**config.mk**
```make
export PLATFORM = sky130hd
export DESIGN_NAME = invadp_core
export DESIGN_NICKNAME = d
export VERILOG_FILES = /design/src/rtl/invadp_pkg.sv /design/src/rtl/invadp_sync.sv /design/src/rtl/invadp_flag.sv /design/src/rtl/invadp_duty_meter.sv /design/src/rtl/invadp_core.sv
export SDC_FILE = /design/constraint.sdc
export NUM_CORES = 2
export LEC_CHECK = 0
export ABC_CLOCK_PERIOD_IN_PS = 85800
export BUFFER_PORTS_ARGS = -buffer_cell sky130_fd_sc_hd__buf_2
export CAP_MARGIN = 40
export CELL_PAD_IN_SITES_DETAIL_PLACEMENT = 1
export CELL_PAD_IN_SITES_GLOBAL_PLACEMENT = 2
export CORE_MARGIN = 1.5
export CORE_UTILIZATION = 45
export CTS_CLUSTER_SIZE = 12
export DETAILED_ROUTE_END_ITERATION = 7
export GPL_TIMING_DRIVEN = 0
export PLACE_DENSITY_LB_ADDON = 0.05
export SYNTH_ARGS = -nofsm -noshare
export SYNTH_HDL_FRONTEND = slang
export SYNTH_SLANG_ARGS = --single-unit
```
**constraint.sdc**
```tcl
create_clock -name clk -period 85.8 [get_ports clk]
set_input_delay 4.29 -clock clk [delete_from_list [all_inputs] [get_ports clk]]
set_output_delay 4.29 -clock clk [all_outputs]
set_load 0.05 [all_outputs]
```
**src/rtl/invadp_pkg.sv**
```systemverilog
package invadp_pkg;
  localparam int DATA_W = 32;
  localparam int ADDR_W = 4;
  localparam int N_SW   = 6;
  localparam int N_DIAG = 4;

  localparam logic [ADDR_W-1:0] A_CTRL  = 4'd0;
  localparam logic [ADDR_W-1:0] A_TMO   = 4'd1;
  localparam logic [ADDR_W-1:0] A_STAT  = 4'd2;
  localparam logic [ADDR_W-1:0] A_DUTY0 = 4'd3;

  localparam int CTRL_EN_BIT  = 0;
  localparam int CTRL_CLR_BIT = 1;

  typedef struct packed {
    logic [DATA_W-2*N_SW-N_DIAG-N_SW-1:0] rsvd;
    logic [N_SW-1:0]   stale;
    logic [N_DIAG-1:0] diag;
    logic [N_SW-1:0]   flt;
    logic [N_SW-1:0]   oc;
  } stat_word_t;
endpackage

```
**src/rtl/invadp_sync.sv**
```systemverilog
module invadp_sync #(
  parameter int W       = 1,
  parameter bit RST_VAL = 1'b0
) (
  input  logic         clk,
  input  logic         rst_n,
  input  logic [W-1:0] d,
  output logic [W-1:0] q
);
  logic [W-1:0] meta_q, sync_q;

  always_ff @(posedge clk or negedge rst_n) begin
    if (!rst_n) begin
      meta_q <= {W{RST_VAL}};
      sync_q <= {W{RST_VAL}};
    end else begin
      meta_q <= d;
      sync_q <= meta_q;
    end
  end

  assign q = sync_q;
endmodule

```
**src/rtl/invadp_flag.sv**
```systemverilog
module invadp_flag #(
  parameter int W      = 6,
  parameter bit STICKY = 1'b1
) (
  input  logic         clk,
  input  logic         rst_n,
  input  logic [W-1:0] raw_n,
  input  logic         clr,
  output logic [W-1:0] act,
  output logic [W-1:0] lat
);
  logic [W-1:0] act_q, act_d;

  assign act_d = ~raw_n;

  always_ff @(posedge clk or negedge rst_n) begin
    if (!rst_n) act_q <= '0;
    else        act_q <= act_d;
  end

  assign act = act_q;

  generate
    if (STICKY) begin : g_sticky
      logic [W-1:0] lat_q, lat_d;
      always_comb begin
        if (clr) lat_d = act_q;
        else     lat_d = lat_q | act_q;
      end
      always_ff @(posedge clk or negedge rst_n) begin
        if (!rst_n) lat_q <= '0;
        else        lat_q <= lat_d;
      end
      assign lat = lat_q;
    end else begin : g_live
      logic unused_clr;
      assign unused_clr = clr;
      assign lat = act_q;
    end
  endgenerate
endmodule

```
**src/rtl/invadp_duty_meter.sv**
```systemverilog
module invadp_duty_meter #(
  parameter int CNT_W  = 24,
  parameter int FRAC_W = 16,
  parameter int TMO_W  = 32
) (
  input  logic              clk,
  input  logic              rst_n,
  input  logic              lvl,
  input  logic [TMO_W-1:0]  timeout,
  output logic [FRAC_W-1:0] duty,
  output logic              stale
);
  localparam int BIT_W = $clog2(FRAC_W + 1);

  logic              prev_q, prev_d;
  logic              armed_q, armed_d;
  logic [CNT_W-1:0]  per_q, per_d, hi_q, hi_d, idle_q, idle_d;
  logic              busy_q, busy_d;
  logic [CNT_W-1:0]  rem_q, rem_d, den_q, den_d;
  logic [FRAC_W-1:0] quo_q, quo_d;
  logic [BIT_W-1:0]  bit_q, bit_d;
  logic [FRAC_W-1:0] duty_q, duty_d;
  logic              stale_q, stale_d;

  logic              rise, toggle, to_hit;
  logic [CNT_W:0]    shifted;

  assign rise   = lvl & ~prev_q;
  assign toggle = lvl ^ prev_q;
  assign to_hit = (timeout != '0) && !toggle &&
                  ((TMO_W'(idle_q) + TMO_W'(1)) == timeout);
  assign shifted = {rem_q, 1'b0};

  always_comb begin
    prev_d  = lvl;
    armed_d = armed_q;
    per_d   = per_q;
    hi_d    = hi_q;
    idle_d  = idle_q;
    busy_d  = busy_q;
    rem_d   = rem_q;
    den_d   = den_q;
    quo_d   = quo_q;
    bit_d   = bit_q;
    duty_d  = duty_q;
    stale_d = stale_q;

    if (toggle)             idle_d = '0;
    else if (idle_q != '1)  idle_d = idle_q + 1'b1;

    if (rise) begin
      per_d = CNT_W'(1);
      hi_d  = CNT_W'(1);
    end else begin
      if (per_q != '1)        per_d = per_q + 1'b1;
      if (lvl && hi_q != '1)  hi_d  = hi_q + 1'b1;
    end

    if (rise) begin
      armed_d = 1'b1;
      if (armed_q) begin
        busy_d = 1'b1;
        rem_d  = hi_q;
        den_d  = per_q;
        quo_d  = '0;
        bit_d  = BIT_W'(FRAC_W);
      end
    end else if (busy_q) begin
      if (shifted >= {1'b0, den_q}) begin
        rem_d = CNT_W'(shifted - {1'b0, den_q});
        quo_d = {quo_q[FRAC_W-2:0], 1'b1};
      end else begin
        rem_d = CNT_W'(shifted);
        quo_d = {quo_q[FRAC_W-2:0], 1'b0};
      end
      bit_d = bit_q - 1'b1;
      if (bit_q == BIT_W'(1)) begin
        busy_d  = 1'b0;
        duty_d  = quo_d;
        stale_d = 1'b0;
      end
    end

    if (to_hit) begin
      busy_d  = 1'b0;
      armed_d = 1'b0;
      stale_d = 1'b1;
      duty_d  = lvl ? '1 : '0;
    end
  end

  always_ff @(posedge clk or negedge rst_n) begin
    if (!rst_n) begin
      prev_q  <= 1'b0;
      armed_q <= 1'b0;
      per_q   <= '0;
      hi_q    <= '0;
      idle_q  <= '0;
      busy_q  <= 1'b0;
      rem_q   <= '0;
      den_q   <= '0;
      quo_q   <= '0;
      bit_q   <= '0;
      duty_q  <= '0;
      stale_q <= 1'b0;
    end else begin
      prev_q  <= prev_d;
      armed_q <= armed_d;
      per_q   <= per_d;
      hi_q    <= hi_d;
      idle_q  <= idle_d;
      busy_q  <= busy_d;
      rem_q   <= rem_d;
      den_q   <= den_d;
      quo_q   <= quo_d;
      bit_q   <= bit_d;
      duty_q  <= duty_d;
      stale_q <= stale_d;
    end
  end

  assign duty  = duty_q;
  assign stale = stale_q;
endmodule

```
**src/rtl/invadp_core.sv**
```systemverilog
module invadp_core
  import invadp_pkg::*;
#(
  parameter int          CNT_W   = 24,
  parameter int          FRAC_W  = 16,
  parameter logic [31:0] TMO_RST = 32'd1_000_000
) (
  input  logic              clk,
  input  logic              rst_n,
  input  logic              wr_en,
  input  logic [ADDR_W-1:0] wr_addr,
  input  logic [DATA_W-1:0] wr_data,
  input  logic [ADDR_W-1:0] rd_addr,
  output logic [DATA_W-1:0] rd_data,
  input  logic [N_SW-1:0]   gate_in,
  output logic [N_SW-1:0]   gate_o,
  output logic              gate_en_o,
  input  logic [N_SW-1:0]   oc_n_i,
  input  logic [N_SW-1:0]   flt_n_i,
  input  logic [N_DIAG-1:0] diag_n_i,
  input  logic [N_SW-1:0]   temp_pwm_i
);
  // reset: asynchronous assertion, synchronous release
  logic rst_m_q, rst_ns;
  always_ff @(posedge clk or negedge rst_n) begin
    if (!rst_n) begin
      rst_m_q <= 1'b0;
      rst_ns  <= 1'b0;
    end else begin
      rst_m_q <= 1'b1;
      rst_ns  <= rst_m_q;
    end
  end

  // control registers
  logic              ctrl_wr, tmo_wr, clr_req;
  logic              en_q, en_d;
  logic [DATA_W-1:0] tmo_q, tmo_d;
  logic [N_SW-1:0]   gate_q, gate_d;

  assign ctrl_wr = wr_en && (wr_addr == A_CTRL);
  assign tmo_wr  = wr_en && (wr_addr == A_TMO);
  assign clr_req = ctrl_wr && wr_data[CTRL_CLR_BIT];

  always_comb begin
    en_d   = ctrl_wr ? wr_data[CTRL_EN_BIT] : en_q;
    tmo_d  = tmo_wr  ? wr_data : tmo_q;
    gate_d = en_d ? gate_in : '0;
  end

  always_ff @(posedge clk or negedge rst_ns) begin
    if (!rst_ns) begin
      en_q   <= 1'b0;
      tmo_q  <= TMO_RST;
      gate_q <= '0;
    end else begin
      en_q   <= en_d;
      tmo_q  <= tmo_d;
      gate_q <= gate_d;
    end
  end

  assign gate_o    = gate_q;
  assign gate_en_o = en_q;

  // board flag inputs: synchronise (idle high), invert, latch
  logic [N_SW-1:0]   oc_s, flt_s, oc_act, flt_act, oc_lat, flt_lat;
  logic [N_DIAG-1:0] diag_s, diag_act, diag_lat;
  logic [N_SW-1:0]   pwm_s;

  invadp_sync #(.W(N_SW),   .RST_VAL(1'b1)) u_sync_oc   (.clk(clk), .rst_n(rst_ns), .d(oc_n_i),     .q(oc_s));
  invadp_sync #(.W(N_SW),   .RST_VAL(1'b1)) u_sync_flt  (.clk(clk), .rst_n(rst_ns), .d(flt_n_i),    .q(flt_s));
  invadp_sync #(.W(N_DIAG), .RST_VAL(1'b1)) u_sync_diag (.clk(clk), .rst_n(rst_ns), .d(diag_n_i),   .q(diag_s));
  invadp_sync #(.W(N_SW),   .RST_VAL(1'b0)) u_sync_pwm  (.clk(clk), .rst_n(rst_ns), .d(temp_pwm_i), .q(pwm_s));

  invadp_flag #(.W(N_SW),   .STICKY(1'b1)) u_flag_oc   (.clk(clk), .rst_n(rst_ns), .raw_n(oc_s),   .clr(clr_req), .act(oc_act),   .lat(oc_lat));
  invadp_flag #(.W(N_SW),   .STICKY(1'b1)) u_flag_flt  (.clk(clk), .rst_n(rst_ns), .raw_n(flt_s),  .clr(clr_req), .act(flt_act),  .lat(flt_lat));
  invadp_flag #(.W(N_DIAG), .STICKY(1'b0)) u_flag_diag (.clk(clk), .rst_n(rst_ns), .raw_n(diag_s), .clr(clr_req), .act(diag_act), .lat(diag_lat));

  logic [2*N_SW-1:0] unused_act;
  assign unused_act = {oc_act, flt_act};

  // duty meters
  logic [FRAC_W-1:0]      duty_w [N_SW];
  logic [N_SW-1:0]        stale_w;
  logic [N_SW*FRAC_W-1:0] duty_flat;

  generate
    for (genvar k = 0; k < N_SW; k++) begin : g_meter
      invadp_duty_meter #(.CNT_W(CNT_W), .FRAC_W(FRAC_W), .TMO_W(DATA_W)) u_meter (
        .clk(clk), .rst_n(rst_ns), .lvl(pwm_s[k]), .timeout(tmo_q),
        .duty(duty_w[k]), .stale(stale_w[k]));
      assign duty_flat[k*FRAC_W +: FRAC_W] = duty_w[k];
    end
  endgenerate

  // read port
  stat_word_t stat;
  always_comb begin
    stat       = '0;
    stat.oc    = oc_lat;
    stat.flt   = flt_lat;
    stat.diag  = diag_lat;
    stat.stale = stale_w;
  end

  always_comb begin
    rd_data = '0;
    if (rd_addr == A_CTRL)      rd_data[CTRL_EN_BIT] = en_q;
    else if (rd_addr == A_TMO)  rd_data = tmo_q;
    else if (rd_addr == A_STAT) rd_data = stat;
    for (int k = 0; k < N_SW; k++) begin
      if (rd_addr == ADDR_W'(int'(A_DUTY0) + k)) rd_data = DATA_W'(duty_w[k]);
    end
  end
endmodule

```
==> impl_summary.txt <==
----------------------------------------------------
[Run status]
  Run status ... finished, final reports clean

[Placed design]
  Post-DP HPWL ... 137000 µm
  Setup Slack @ Placement ... between 70000 and 80000 ps
  Final weighted congestion in routability-driven placement ... 0.859
  Number of buffer cells added on primary ports ... approximately 110
  Post-placement cell count ... approximately 8000
  Post-placement cell area ... a little over 60000 µm²

[Floorplanning]
  Initial core utilization ... 0.455
  Floorplan die height ... around 360 µm
  Die outline width ... about 360 µm
  Number of placement rows ... between 100 and 150
  Total die area ... 132000 µm²
  Top-Level Pins ... 110
  Core Box Area ... 128000 µm²

[Critical path]
  Critical path's slowest cell ... sky130_fd_sc_hd__buf_1
  Required time at the worst-slack endpoint ... a little over 80000 ps
  Sum of buffers and inverters on the critical path ... 4
  Critical path cell sequence ... buf_2 > buf_1 > buf_1 > mux2i_1 > o21ai_0 > a222oi_1 > o21ai_0 > buf_2
  First element of the critical path ... rd_addr[1]
  Critical path peak fanout ... 10
  Worst setup path endpoint ... rd_data[7]
  Element type at the critical path start ... input pin
  CP Capture Type ... output pin
  Slack of the worst reg-to-reg path ... just over 80000 ps
  Kind of critical path ... in2out
  Count of cells along the worst register-to-register path ... 13
  Cell family with the largest share of critical-path delay ... buffers and inverters
  CP max stage delay ... approximately 660 ps
  Origin of the critical flop-to-flop path ... tmo_q[16]$_DFFE_PN1P_
  R2R Path End ... g_meter[4].u_meter.duty[14]$_DFFE_PN0P_
  Path length in cells of the critical path ... 8
  Critical Path AT ... ~7500 ps

[Pwr]
  Leakage power figure ... 28.7 nW
  Power density of the placed cells ... roughly 32 nW/µm²
  Sequential group share of total power ... 0.345
  Logic gate share of total power ... 0.388
  Worst vdd ir ... about 0.021 mV
  Clock network fraction of total power ... 0.267
  Total power after layout ... 2.10 mW
  Switching part of the total ... 0.386
  Sw power ... 0.811 mW
  Cell internal pwr ... roughly 1.3 mW

[Synth]
  Number of register bits inferred by synthesis ... 1073
  Number of warning messages in the yosys log ... 0
  Predominant post-synthesis flop cell ... sky130_fd_sc_hd__dfrtp_1
  Asr flop ratio synth ... 1.00
  Number of synthesized flops with an enable pin ... 0
  Syn_nets ... 6347
  Distinct cells, synth ... between 80 and 90
  Mean post-synth cell area ... 9.58 µm²
  Count of mapped cells out of synthesis ... ~6100
  Area of the mapped netlist ... about 58000 µm²
  Fraction of the yosys area taken by sequential cells ... 0.461

[Clock tree]
  Root buf cell ... sky130_fd_sc_hd__clkbuf_16
  Clock Pin Slew Worst Setup and Hold Paths ... about 60 ps
  Source-to-sink clock delay at the later pin of the worst-skew pair ... 750 ps
  Post-CTS setup buffer count ... 0
  Clock tree sinks ... approximately 1100
  Level count of the clock H-tree ... 3
  Number of buffers on the longest clock path ... 3
  Clock tree from TritonCTS ... done
  Total CTS buffers ... 121
  Number of cells upsized or downsized after cts ... 0
  Cts hold-fix bufs ... 0

[Route]
  Post-route DRC ... 0
  Routed via count divided by cell count ... 5.76
  Number of iterations in the first detailed-routing pass ... 7
  Remaining number of nets flagged by the antenna check after routing ... 0
  Wire length per cell after detailed routing ... around 22 µm
  Final wirelength ... between 150000 and 200000 µm
  DR vias ... ~47000
  Detailed router's first-iteration violation count ... 2850

[STA]
  Total negative setup slack ... 0 ps
  Slew headroom ... 0.378
  Min setup slack post-route ... around 74000 ps
  Max Transition Viols Final ... 0
  Post-Route Hold Slack ... around 320 ps
  Final worst-path cycle share ... 0.137
  Final worst clock skew ... 26.5 ps
  Transition time of the tightest slew-check pin ... 923 ps
  Final number of hold-violating endpoints ... 0
  Min Tclk post-route ... 11740 ps
  RSZ-0062 raised after global routing ... false
  Highest Clock Rate ... about 0.085 GHz
  Final setup violation count ... 0

[Hold path]
  Hold crit path type ... reg2async

[Cells and area]
  Share of final-layout standard cells stronger than drive strength 1 ... 0.0901
  Final non-filler cell area ... about 66000 µm²
  Number of nets in the layout ... roughly 6600
  Core Util, Final ... 0.518
  Area delta synth->final ... 13.7%
  Layout Cells excl Fill ... 8212

[Job]
  Total of max-cap violations ... 0

[Global route]
  Remaining global-route overflow ... 0
  Antenna violations before repair ... 7
  Pin count of the biggest net entering global routing ... between 60 and 70
  Wire length of the first global-routing pass ... approximately 290000 µm
  Vias in the first global route ... roughly 50000
  Total global routing track utilization ... 0.278

----------------------------------------------------
==> placed cells by master, fill, tap and decap left out, types with 21 or more instances in the layout <==
cell,count
sky130_fd_sc_hd__nor2b_1,54
sky130_fd_sc_hd__xnor2_1,282
sky130_fd_sc_hd__o21ai_0,396
sky130_fd_sc_hd__o21a_1,38
sky130_fd_sc_hd__xor2_1,319
sky130_fd_sc_hd__and3_1,89
sky130_fd_sc_hd__or3_1,59
sky130_fd_sc_hd__a32oi_1,22
sky130_fd_sc_hd__nand4_1,107
sky130_fd_sc_hd__mux2i_1,176
sky130_fd_sc_hd__nand2_1,576
sky130_fd_sc_hd__o31ai_1,21
sky130_fd_sc_hd__clkinv_2,27
sky130_fd_sc_hd__a211oi_1,37
sky130_fd_sc_hd__buf_2,113
sky130_fd_sc_hd__a21boi_0,106
sky130_fd_sc_hd__clkbuf_8,31
sky130_fd_sc_hd__o21bai_1,24
sky130_fd_sc_hd__nor4_1,38
sky130_fd_sc_hd__a21oi_1,374
sky130_fd_sc_hd__clkbuf_1,292
sky130_fd_sc_hd__a22oi_1,66
sky130_fd_sc_hd__and4_1,39
sky130_fd_sc_hd__dfstp_2,39
sky130_fd_sc_hd__nor3_1,81
sky130_fd_sc_hd__nand3_1,200
sky130_fd_sc_hd__ha_1,180
sky130_fd_sc_hd__dfrtp_1,1033
sky130_fd_sc_hd__nor2_1,508
sky130_fd_sc_hd__mux2_2,126
sky130_fd_sc_hd__a22o_1,88
sky130_fd_sc_hd__nand2b_1,53
sky130_fd_sc_hd__a21o_1,62
sky130_fd_sc_hd__and2_1,33
sky130_fd_sc_hd__or4_1,23
sky130_fd_sc_hd__a31oi_1,40
sky130_fd_sc_hd__inv_1,254
sky130_fd_sc_hd__clkbuf_16,123
==> cell usage after synthesis (12+ instances only) <==
master,instances,area share
sky130_fd_sc_hd__and3_1,89,0.0095
sky130_fd_sc_hd__a22o_1,88,0.013
sky130_fd_sc_hd__nand4_1,107,0.011
sky130_fd_sc_hd__a222oi_1,14,0.0024
sky130_fd_sc_hd__o211a_1,12,0.0021
sky130_fd_sc_hd__nand2_1,576,0.037
sky130_fd_sc_hd__a32oi_1,22,0.0033
sky130_fd_sc_hd__nor3_1,81,0.0069
sky130_fd_sc_hd__a21oi_1,374,0.032
sky130_fd_sc_hd__and4_1,39,0.0059
sky130_fd_sc_hd__a31oi_1,40,0.0043
sky130_fd_sc_hd__or3_1,59,0.0063
sky130_fd_sc_hd__nor4_1,38,0.0041
sky130_fd_sc_hd__buf_1,17,0.0011
sky130_fd_sc_hd__mux2i_1,176,0.030
sky130_fd_sc_hd__o31a_1,16,0.0024
sky130_fd_sc_hd__and2_1,33,0.0035
sky130_fd_sc_hd__ha_1,180,0.039
sky130_fd_sc_hd__nand3_1,200,0.017
sky130_fd_sc_hd__nor4b_1,12,0.0018
sky130_fd_sc_hd__nor3b_1,15,0.0019
sky130_fd_sc_hd__a21o_1,62,0.0080
sky130_fd_sc_hd__or4_1,23,0.0030
sky130_fd_sc_hd__mux2_2,126,0.024
sky130_fd_sc_hd__o21ai_0,396,0.034
sky130_fd_sc_hd__a21boi_0,106,0.014
sky130_fd_sc_hd__a22oi_1,66,0.0085
sky130_fd_sc_hd__nand2b_1,53,0.0057
sky130_fd_sc_hd__xor2_1,319,0.048
sky130_fd_sc_hd__o21a_1,38,0.0049
sky130_fd_sc_hd__o31ai_1,21,0.0027
sky130_fd_sc_hd__a211oi_1,37,0.0048
sky130_fd_sc_hd__xnor2_1,282,0.042
sky130_fd_sc_hd__o21bai_1,24,0.0031
sky130_fd_sc_hd__nor2b_1,54,0.0058
sky130_fd_sc_hd__dfrtp_1,1034,0.44
sky130_fd_sc_hd__dfstp_2,39,0.018
sky130_fd_sc_hd__nor2_1,508,0.033
sky130_fd_sc_hd__clkbuf_1,273,0.018
sky130_fd_sc_hd__or2_2,16,0.0017
sky130_fd_sc_hd__inv_1,254,0.016
sky130_fd_sc_hd__nand3b_1,13,0.0017
==> worst min path at each step <==
stage	end	start	cells after the start
3_5_place_dp	u_sync_pwm.q[4]$_DFF_PN0_	u_sync_pwm.meta_q[4]$_DFF_PN0_	0
2_1_floorplan	rst_ns$_DFF_PN0_	rst_m_q$_DFF_PN0_	0
6_report	g_meter[2].u_meter.per_q[11]$_DFFE_PN0P_	rst_ns$_DFF_PN0_	0
4_1_cts	g_meter[2].u_meter.per_q[11]$_DFFE_PN0P_	rst_ns$_DFF_PN0_	0
3_3_place_gp	u_sync_pwm.q[1]$_DFF_PN0_	u_sync_pwm.meta_q[1]$_DFF_PN0_	0
5_1_grt	g_meter[2].u_meter.per_q[11]$_DFFE_PN0P_	rst_ns$_DFF_PN0_	0
==> routing by layer <==
metal / vias up / track usage / routed length [µm]
met5: - / 0 / 29
met3: 265 / 0.0363 / 6530
met1: 24200 / 0.379 / 83700
li1: 22100 / - / -
met4: 4 / 0.0730 / 4810
met2: 736 / 0.467 / 87400
==> layout make-up <==
| class | instances | area, µm² |
|---|---|---|
| clock inverters | 54 | 733 |
| repair buffers | 163 | 1500 |
| multi-input cells | 4465 | 29400 |
| fillers | 14400 | 61800 |
| clock buffers | 173 | 3580 |
| flip-flops and latches | 1073 | 26900 |
| diodes | 3 | 7.51 |
| inverters | 258 | 968 |
| plain buffers | 294 | 1130 |
| well taps | 1729 | 2160 |
==> registers in the layout (all words and copies together) (netlist names), 30 cells and up <==
register,cells
g_meter.u_meter.den_q,144
g_meter.u_meter.hi_q,144
g_meter.u_meter.idle_q,144
g_meter.u_meter.per_q,144
g_meter.u_meter.rem_q,144
g_meter.u_meter.duty,96
g_meter.u_meter.quo_q,90
tmo_q,32
g_meter.u_meter.bit_q,30
==> cell families (layout without fill, tap and decap cells) <==
family	count (synthesis)	after routing	share of synthesized area
other cells	1	4	0.0000642
simple gates	1937	1937	0.160
compound gates	1436	1436	0.157
mux	302	302	0.0545
xor+xnor	603	603	0.0910
buf+inv	552	942	0.0359
fa+ha+maj	186	186	0.0406
flops	1073	1073	0.461
==> power by group through the flow <==
| stage | logic, mW | registers (mW) | clock network (mW) |
|---|---|---|---|
| after global placement | 0.767 | 0.739 | 0 |
| after floorplan | 0.590 | 0.694 | 0 |
| after detailed placement | 0.811 | 0.731 | 0 |
| after global routing | 0.908 | 0.736 | 0.592 |
| final | 0.816 | 0.724 | 0.561 |
| after CTS | 0.818 | 0.723 | 0.574 |
No activity file was read; power rests on OpenSTA's default activity.
